[src/rtl/cfg_hdr_pkg.sv]
package cfg_hdr_pkg;
  localparam int WORD_W    = 32;
  localparam int HDR_LEN   = 13;
  localparam int HDR_IDX_W = $clog2(HDR_LEN);
  localparam logic [WORD_W-1:0] PAD_WORD = '1;

  typedef enum logic [1:0] {
    ST_IDLE   = 2'd0,
    ST_CHECK  = 2'd1,
    ST_REPLAY = 2'd2,
    ST_PASS   = 2'd3
  } seq_st_e;

  // Reverse the byte lanes of one word: lane b moves to lane 3-b.
  function automatic logic [WORD_W-1:0] byte_rev(input logic [WORD_W-1:0] w);
    logic [WORD_W-1:0] r;
    for (int b = 0; b < WORD_W/8; b++) begin
      r[8*b +: 8] = w[8*(WORD_W/8-1-b) +: 8];
    end
    return r;
  endfunction

  // Expected preamble value at a given position, in normal byte order.
  function automatic logic [WORD_W-1:0] hdr_word(input logic [HDR_IDX_W-1:0] idx);
    logic [WORD_W-1:0] v;
    case (idx)
      HDR_IDX_W'(8):  v = 32'h0000_00BB;
      HDR_IDX_W'(9):  v = 32'h1122_0044;
      HDR_IDX_W'(12): v = 32'hAA99_5566;
      default:        v = PAD_WORD;
    endcase
    return v;
  endfunction
endpackage

[src/rtl/hdr_word_cmp.sv]
module hdr_word_cmp
  import cfg_hdr_pkg::*;
(
  input  logic [WORD_W-1:0] word_i,
  input  logic [WORD_W-1:0] expect_i,
  input  logic              swap_i,
  output logic              swap_hit_o,
  output logic              match_o
);
  logic [WORD_W-1:0] rev_w;
  logic [WORD_W-1:0] norm_w;
  logic              pad_pos_w;

  assign rev_w      = byte_rev(word_i);
  assign pad_pos_w  = (expect_i == PAD_WORD);
  // Only a non-padding word can reveal the byte order.
  assign swap_hit_o = !swap_i && !pad_pos_w && (rev_w == expect_i);
  assign norm_w     = (swap_i || swap_hit_o) ? rev_w : word_i;
  assign match_o    = (norm_w == expect_i);
endmodule

[src/rtl/hdr_seq_ctrl.sv]
module hdr_seq_ctrl
  import cfg_hdr_pkg::*;
(
  input  logic                 clk_i,
  input  logic                 rst_i,
  input  logic                 start_i,
  input  logic                 in_valid_i,
  input  logic                 out_ready_i,
  input  logic                 cmp_match_i,
  input  logic                 cmp_swap_hit_i,
  output seq_st_e              st_o,
  output logic [HDR_IDX_W-1:0] idx_o,
  output logic                 in_ready_o,
  output logic                 done_o,
  output logic                 ok_o,
  output logic                 swap_o
);
  localparam logic [HDR_IDX_W-1:0] LAST_IDX = HDR_IDX_W'(HDR_LEN - 1);

  seq_st_e              st_q;
  logic [HDR_IDX_W-1:0] idx_q;
  logic                 done_q, ok_q, sw_q;
  logic                 accept_w;
  logic                 last_w;

  assign in_ready_o = !start_i && ((st_q == ST_IDLE) || (st_q == ST_CHECK) ||
                                   ((st_q == ST_PASS) && out_ready_i));
  assign accept_w   = in_valid_i && in_ready_o;
  assign last_w     = (idx_q == LAST_IDX);

  always_ff @(posedge clk_i) begin
    if (rst_i) begin
      st_q   <= ST_IDLE;
      idx_q  <= '0;
      done_q <= 1'b0;
      ok_q   <= 1'b0;
      sw_q   <= 1'b0;
    end else begin
      done_q <= 1'b0;
      if (start_i) begin
        st_q  <= ST_CHECK;
        idx_q <= '0;
        ok_q  <= 1'b0;
        sw_q  <= 1'b0;
      end else begin
        case (st_q)
          ST_CHECK: if (accept_w) begin
            if (cmp_swap_hit_i) sw_q <= 1'b1;
            if (!cmp_match_i) begin
              done_q <= 1'b1;
              st_q   <= ST_IDLE;
            end else if (last_w) begin
              done_q <= 1'b1;
              ok_q   <= 1'b1;
              st_q   <= ST_REPLAY;
              idx_q  <= '0;
            end else begin
              idx_q <= idx_q + 1'b1;
            end
          end
          ST_REPLAY: if (out_ready_i) begin
            if (last_w) st_q <= ST_PASS;
            else        idx_q <= idx_q + 1'b1;
          end
          default: ;
        endcase
      end
    end
  end

  assign st_o   = st_q;
  assign idx_o  = idx_q;
  assign done_o = done_q;
  assign ok_o   = ok_q;
  assign swap_o = sw_q;

  // the decision is a single-cycle pulse
  p_done_single_r6: assert property (@(posedge clk_i) disable iff (rst_i)
    done_o |=> !done_o);
  // acceptance only ever appears together with the decision pulse
  p_ok_with_done_r2: assert property (@(posedge clk_i) disable iff (rst_i)
    $rose(ok_o) |-> done_o);
  // the swap state is sticky until a new start
  p_swap_sticky_r5: assert property (@(posedge clk_i) disable iff (rst_i)
    (swap_o && !start_i) |=> swap_o);
  // a start strobe clears the result flags
  p_start_clears_r9: assert property (@(posedge clk_i) disable iff (rst_i)
    start_i |=> (!ok_o && !swap_o && !done_o));
  // reset clears the result flags
  p_reset_clear_r1: assert property (@(posedge clk_i)
    rst_i |=> (!done_o && !ok_o && !swap_o && in_ready_o == !start_i));
endmodule

[src/rtl/cfg_hdr_sync_det.sv]
module cfg_hdr_sync_det
  import cfg_hdr_pkg::*;
(
  input  logic              clk_i,
  input  logic              rst_i,
  input  logic              start_i,
  input  logic              in_valid_i,
  input  logic [WORD_W-1:0] in_data_i,
  output logic              in_ready_o,
  output logic              out_valid_o,
  output logic [WORD_W-1:0] out_data_o,
  input  logic              out_ready_i,
  output logic              done_o,
  output logic              hdr_ok_o,
  output logic              swap_o
);
  seq_st_e              st_w;
  logic [HDR_IDX_W-1:0] idx_w;
  logic [WORD_W-1:0]    expect_w;
  logic                 match_w, swap_hit_w;

  assign expect_w = hdr_word(idx_w);

  hdr_word_cmp u_cmp (
    .word_i     (in_data_i),
    .expect_i   (expect_w),
    .swap_i     (swap_o),
    .swap_hit_o (swap_hit_w),
    .match_o    (match_w)
  );

  hdr_seq_ctrl u_ctrl (
    .clk_i          (clk_i),
    .rst_i          (rst_i),
    .start_i        (start_i),
    .in_valid_i     (in_valid_i),
    .out_ready_i    (out_ready_i),
    .cmp_match_i    (match_w),
    .cmp_swap_hit_i (swap_hit_w),
    .st_o           (st_w),
    .idx_o          (idx_w),
    .in_ready_o     (in_ready_o),
    .done_o         (done_o),
    .ok_o           (hdr_ok_o),
    .swap_o         (swap_o)
  );

  // Header words are replayed from the constants; payload passes through.
  assign out_valid_o = (st_w == ST_REPLAY) || ((st_w == ST_PASS) && in_valid_i && !start_i);
  assign out_data_o  = (st_w == ST_REPLAY) ? expect_w
                     : (swap_o ? byte_rev(in_data_i) : in_data_i);

  // a rejected image produces no output
  p_reject_quiet_r6: assert property (@(posedge clk_i) disable iff (rst_i)
    (done_o && !hdr_ok_o) |-> !out_valid_o);
  // replayed header words hold under backpressure
  p_replay_hold_r8: assert property (@(posedge clk_i) disable iff (rst_i)
    ((st_w == ST_REPLAY) && !out_ready_i && !start_i) |=> (out_valid_o && $stable(out_data_o)));
  // header replay begins only after an accepted header
  p_replay_needs_ok_r7: assert property (@(posedge clk_i) disable iff (rst_i)
    (st_w == ST_REPLAY) |-> hdr_ok_o);
endmodule

[config.mk]
export PLATFORM = sky130hd
export DESIGN_NAME = cfg_hdr_sync_det
export DESIGN_NICKNAME = d
export VERILOG_FILES = /design/src/rtl/cfg_hdr_pkg.sv /design/src/rtl/hdr_word_cmp.sv /design/src/rtl/hdr_seq_ctrl.sv /design/src/rtl/cfg_hdr_sync_det.sv
export SDC_FILE = /design/constraint.sdc
export NUM_CORES = 1
export LEC_CHECK = 0
export ABC_AREA = 1
export BUFFER_PORTS_ARGS = -buffer_cell sky130_fd_sc_hd__buf_4
export CAP_MARGIN = 20
export CORE_MARGIN = 2
export CORE_UTILIZATION = 55
export DETAILED_ROUTE_END_ITERATION = 6
export PLACE_DENSITY_LB_ADDON = 0.25
export SYNTH_ARGS = -nofsm -noshare
export SYNTH_HDL_FRONTEND = slang
export SYNTH_HIERARCHICAL = 1
export SYNTH_SLANG_ARGS = --single-unit
[constraint.sdc]
create_clock -name clk_i -period 6.2 [get_ports clk_i]
set_clock_uncertainty 0.05 [all_clocks]
set_input_delay 1.55 -clock clk_i [delete_from_list [all_inputs] [get_ports clk_i]]
set_output_delay 1.55 -clock clk_i [all_outputs]
set_load 0.1 [all_outputs]
# After elaboration in Yosys (flattened, before gate mapping)
# Cells that the tools add are included.
# op_classes
n_addsub	1
n_bitwise	2
n_mux	19
n_eq_ne	19
reduce_logical	24
# ops
operator	count
$mux 32	3
$pmux 32 s3	1
$eq 32x32->1	2
$eq 32x32->1 const B	1
$mux 4	5
$reduce_and 5->1	3
$eq 4x4->1 const B	3
$mux 2	5
$pmux 4 s2	1
$logic_and 1x1->1	7
$ne 2x1->1 const B	3
$ne 3x2->1 const B	2
$ne 3x3->1 const B	2
$add 4x1->4 const B	1
$eq 2x2->1 const B	2
$logic_or 1x1->1	4
$ne 2x2->1 const B	2
$ne 4x4->1 const B	1
$pmux 2 s2	1
$reduce_and 4->1	1
$reduce_or 4->1	1
$logic_not 1->1	3
$mux 1	3
$reduce_and 3->1	1
other kinds (6)	7
# totals
register_bits	9
elab_cells	71
output_inout_bits	37

# Longest topological paths before layout
# logic_depth
word_depth	13
depth_mapped	32
depth_no_buf	31

# Cells and area by module
# The synthesis kept the hierarchy.
# by_module_without_submodules
mod	cells_per_inst	area_each_um2	instances
hdr_word_cmp	329	1510.2	1
cfg_hdr_sync_det	152	726.9	1
hdr_seq_ctrl	86	620.6	1

# Least setup slack after synthesis
# No wires, ideal clock.
# synth_path
kind	input port to output port
start	input in_data_i[0]
end	output out_data_o[24]
path_stages	4
setup_slack_ns	0.808
required_time_ns	4.600
n_path_buf	0
arrival_time_ns	3.792
path_cell_list	inv_1 > nand2_1 > o21ai_0 > o21ai_0
# synth_between
elab_chain_cells	2
# synth_lines
element	line_no	rtl
start: declaration	cfg_hdr_sync_det.sv:8	input logic [WORD_W-1:0] in_data_i,
$mux 32	cfg_hdr_sync_det.sv:51	: (swap_o ? byte_rev(in_data_i) : in_data_i);
$mux 32	cfg_hdr_sync_det.sv:50	assign out_data_o = (st_w == ST_REPLAY) ? expect_w
end: declaration	cfg_hdr_sync_det.sv:11	output logic [WORD_W-1:0] out_data_o,
# No other way between the ends.

# Worst setup path after layout
# layout_path
start	register u_ctrl.idx_q[3], in the netlist u_ctrl/idx_o[3]
end	register u_ctrl.st_q[0], in the netlist u_ctrl/st_o[0]
# layout_between
elab_chain_cells	13
# layout_lines
element	line_no	rtl
start: declaration	hdr_seq_ctrl.sv:21	logic [HDR_IDX_W-1:0] idx_q;
start signal: assignment	hdr_seq_ctrl.sv:58	idx_q <= idx_q + 1'b1;
start signal: assignment	hdr_seq_ctrl.sv:63	else idx_q <= idx_q + 1'b1;
$eq 4x4->1	cfg_hdr_pkg.sv:26	case (idx)
$pmux 32 s3 (*)	cfg_hdr_pkg.sv:26	
net expect_w[10]	cfg_hdr_sync_det.sv:19	logic [WORD_W-1:0] expect_w;
$eq 32x32->1	hdr_word_cmp.sv:15	assign pad_pos_w = (expect_i == PAD_WORD);
$logic_not 1->1	hdr_word_cmp.sv:17	assign swap_hit_o = !swap_i && !pad_pos_w && (rev_w == expect_i);
$logic_and 1x1->1 (2 in a row)	hdr_word_cmp.sv:17	
$logic_or 1x1->1	hdr_word_cmp.sv:18	assign norm_w = (swap_i || swap_hit_o) ? rev_w : word_i;
$mux 32	hdr_word_cmp.sv:18	
$eq 32x32->1 (*)	hdr_word_cmp.sv:19	assign match_o = (norm_w == expect_i);
net match_w	cfg_hdr_sync_det.sv:20	logic match_w, swap_hit_w;
$mux 2	hdr_seq_ctrl.sv:49	if (!cmp_match_i) begin
$mux 2	hdr_seq_ctrl.sv:47	ST_CHECK: if (accept_w) begin
$pmux 2 s2	hdr_seq_ctrl.sv:46	case (st_q)
$mux 1	hdr_seq_ctrl.sv:40	if (start_i) begin
end signal: assignment	hdr_seq_ctrl.sv:41	st_q <= ST_CHECK;
end signal: assignment	hdr_seq_ctrl.sv:51	st_q <= ST_IDLE;
end signal: assignment	hdr_seq_ctrl.sv:55	st_q <= ST_REPLAY;
end: declaration	hdr_seq_ctrl.sv:20	seq_st_e st_q;
# The timed path passes the listed nets; every way through them passes the cells marked *. The select of a mux whose other input is x is not followed.
# A chain may end at the register's enable or synchronous reset.

==> key figures <==
Run status
  – Outcome: finished clean

Routing
  – Drt first pass iters: 5
  – Starting DRT DRC Count: 342
  – Vias per std cell: 5.41
  – Detailed-route wire length: 8960 um
  – Antenna Nets Post-Route: 0
  – Post-DR wirelength/cell: roughly 13 um
  – Vias: between 3,000 and 4,000
  – DRC: 0

Clocking
  – Reg clk slew, reported paths: 0.05 ns
  – Hold buffers post-CTS: 0
  – Postcts setup bufs: 0
  – Bufs on Longest Clock Path: 2
  – Sink Count: 9
  – H-tree levels: 1
  – Skew-Pair Late Insertion Delay: 0.24 ns
  – CTS root buf: clkbuf_8
  – Post-CTS resize count: 0
  – TritonCTS Buffers: 3
  – CTS tree: built

Floorplanning
  – Die X: 76.1 um
  – Area of the core: 5070 um2
  – Row cnt: 26
  – Starting Density: 56.3%
  – Num ports: 74
  – DIE AREA: 5790 um2
  – Vert. Die Dim: 76.1 um

STA
  – Slew HR: 30.5%
  – Unrepaired setup endpoints after global routing: false
  – Fin Hold WS: 0.432 ns
  – Setup TNS: 0 ns
  – Tmin final: 4.95 ns
  – Final setup fails: 0
  – F_max: just over 0.2 GHz
  – Slew Viols, Final: 0
  – Fin crit share: between 70% and 80%
  – Worst slew pin tran: 1.04 ns
  – Final WS setup: 1.25 ns
  – Final hold vios: 0

Placed design
  – IO buf count: 73
  – Dpl hpwl: 6710 um
  – DP Worst Slack: 1.43 ns
  – Gpl congestion: 0.938

Worst setup path
  – Setup crit end kind: register
  – Worst Path Required: 6.34 ns
  – CP max FO: 30
  – Worst setup startpoint: u_ctrl/idx_o[3]
  – Crit Reg-Reg Startpoint: u_ctrl/idx_o[3]
  – Worst Setup Start Kind: register
  – Crit path kind: register to register
  – CP arrival: 5.09 ns

Synth
  – Area leader, netlist: nand2_1
  – Largest family of logic cells by synthesized area: simple AND/OR/NAND/NOR gates
  – FFs w/ async S/R, synth: 0%
  – Top_reg_cell synth: dfxtp_1
  – Ys Warns: 6
  – Number of synthesized register bits: 9
  – Adder-Cell Fraction of Synth Area: between 2 and 3%
  – Compound-Gate Fraction of Synth Area: between 10% and 20%
  – Post-synthesis xor/xnor area fraction: 9.50%
  – Post-synth EDFFs: 0
  – Post-synthesis cell area: 2860 um2
  – Count leader, synth: nand2_1
  – Mux contribution to synthesized area: 0%
  – Mapped Cells: approximately 570
  – Synth top area share: 30.6%
  – Count of unique library cells instantiated by Yosys: 31
  – Mapped Nets: between 600 and 700
  – Synth Area in Simple Gates: 51.6%
  – Ranking of synthesized cells by area: nand2_1, inv_1, xnor2_1
  – Sequential share of the synthesized area: 6.30%
  – Mean area per synthesized cell: 5.04 um2
  – Commonest cells post-synth: nand2_1, inv_1, nand3_1, nor2_1, o211ai_1

Global route
  – GR met1 Demand/Resource: approximately 36%
  – GR met3 Demand/Resource: 2.96%
  – First-pass GRT wire length: 14,700 um
  – Initial antenna violation count: 0
  – Global route hottest layer: met2
  – Met2 Resource Use GR: 54.9%
  – Total grt overflow: 0
  – Vias in the first global route: 3,290
  – Largest net degree at the start of global routing: 38
  – All-layer global routing usage: 29.6%

Power
  – Power density cells: 126 nW/um2
  – Max IR drop VDD: between 0.1 and 0.15 mV
  – Leakage: between 2 and 2.5 nW

Layout
  – # nets final: 674
  – Final core occ: 68.3%
  – Ant. Diodes: 0
  – Share of cells above drive strength 1: 16.0%
  – Area grow syn2layout: 21.3%
  – Filler cells: about 490

Min path
  – Worst min path class: register to register
  – Hold Crit Start: u_ctrl/ok_o

Run
  – Max Cap Violations: 0
==> cell type report <==
| type | count | area, um2 | area share (%) |
|---|---|---|---|
| Inverter | 92 | 345 | 9.96 |
| Sequential cell | 9 | 180 | 5.20 |
| Clock buffer | 3 | 41.3 | 1.19 |
| Clock inverter | 1 | 5.00 | 0.144 |
| Tap cell | 70 | 87.6 | 2.53 |
| Multi-Input combinational cell | 448 | 2230 | 64.3 |
| Timing Repair Buffer | 77 | 578 | 16.7 |
==> stage by stage <==
| stage | power [W] | instance area (um2) | std cells |
|---|---|---|---|
| 2_1_floorplan | 0.000290 | 2860 | 567 |
| 5_1_grt | 0.000455 | 3470 | 700 |
| 3_5_place_dp | 0.000363 | 3420 | 696 |
| 3_3_place_gp | 0.000360 | 3420 | 696 |
| 6_report | 0.000437 | 3470 | 700 |
| 4_1_cts | 0.000435 | 3470 | 700 |
==> worst max-delay path: stages, from the launching register on <==
cell and delay, ns:
dfxtp_1 0.48, nand3_1 0.79, buf_4 0.53, inv_1 0.09, nand2_1 0.05, nand2_1 0.08, nand2_1 0.06, nor2_1 0.11
nand2_1 0.06, nor2_1 0.13, nand3_2 0.36, nand2_2 0.57, nand2_1 0.16, nand2_1 0.09, nand2_1 0.05, nand2_1 0.08
nand2_1 0.05, nor2_1 0.09, nand3_1 0.09, nor2_1 0.27, nand2_1 0.09, inv_1 0.10, nand2_1 0.09, nand3_1 0.12
nand2_1 0.06, nand3_1 0.07, nand2_1 0.05, inv_1 0.04
==> power by group <==
part | switching, W | internal, W
logic | 0.000226 | 0.0000774
clock network | 0.0000284 | 0.0000442
registers | 0.00000210 | 0.0000592
==> layout by cell type, fill, tap and decap left out, drive strengths merged <==
cell type    n
o21ai       16
o22ai        1
nand3b       3
a21oi       11
ha           6
inv         88
nand2      238
clkbuf       3
nor3         2
o211ai      31
nor2        47
clkinv       5
xor2         2
nand4        9
and3b        1
nand3       50
o21a         1
a2111oi      1
xnor2       29
buf         77
dfxtp        9
==> final timing paths <==
path                                  endpoint  slack [ns]  depth (start not counted)
worst max-delay path            u_ctrl/st_o[0]        1.25                         27
worst min-delay path               u_ctrl/ok_o        0.43                          2
worst max register to register  u_ctrl/st_o[0]        1.25                         27
worst min register to register     u_ctrl/ok_o        0.43                          2
==> flip-flops by register name, summed over array words and instances, names as in the netlist <==
| name | count |
|---|---|
| u_ctrl/swap_o | 1 |
| u_ctrl/st_o | 2 |
| u_ctrl/ok_o | 1 |
| u_ctrl/done_o | 1 |
| u_ctrl/idx_o | 4 |
==> metal layers <==
layer | vias to the layer above | wire, um
li1 | 1895 | -
met1 | 1688 | 3830
met2 | 185 | 4400
met3 | 17 | 616
met4 | 0 | 121
met5 | - | 0
==> cells by family (layout without fill, tap and decap cells) <==
| kind of cell | Yosys count | after routing |
|---|---|---|
| XOR/XNOR | 31 | 31 |
| adder cells (fa/ha/maj) | 6 | 6 |
| buffers and inverters | 110 | 173 |
| AND/OR/NAND/NOR | 350 | 350 |
| flip-flops | 9 | 9 |
| AO/OA/AOI/OAI | 61 | 61 |
(Power assumes the default switching activity.)
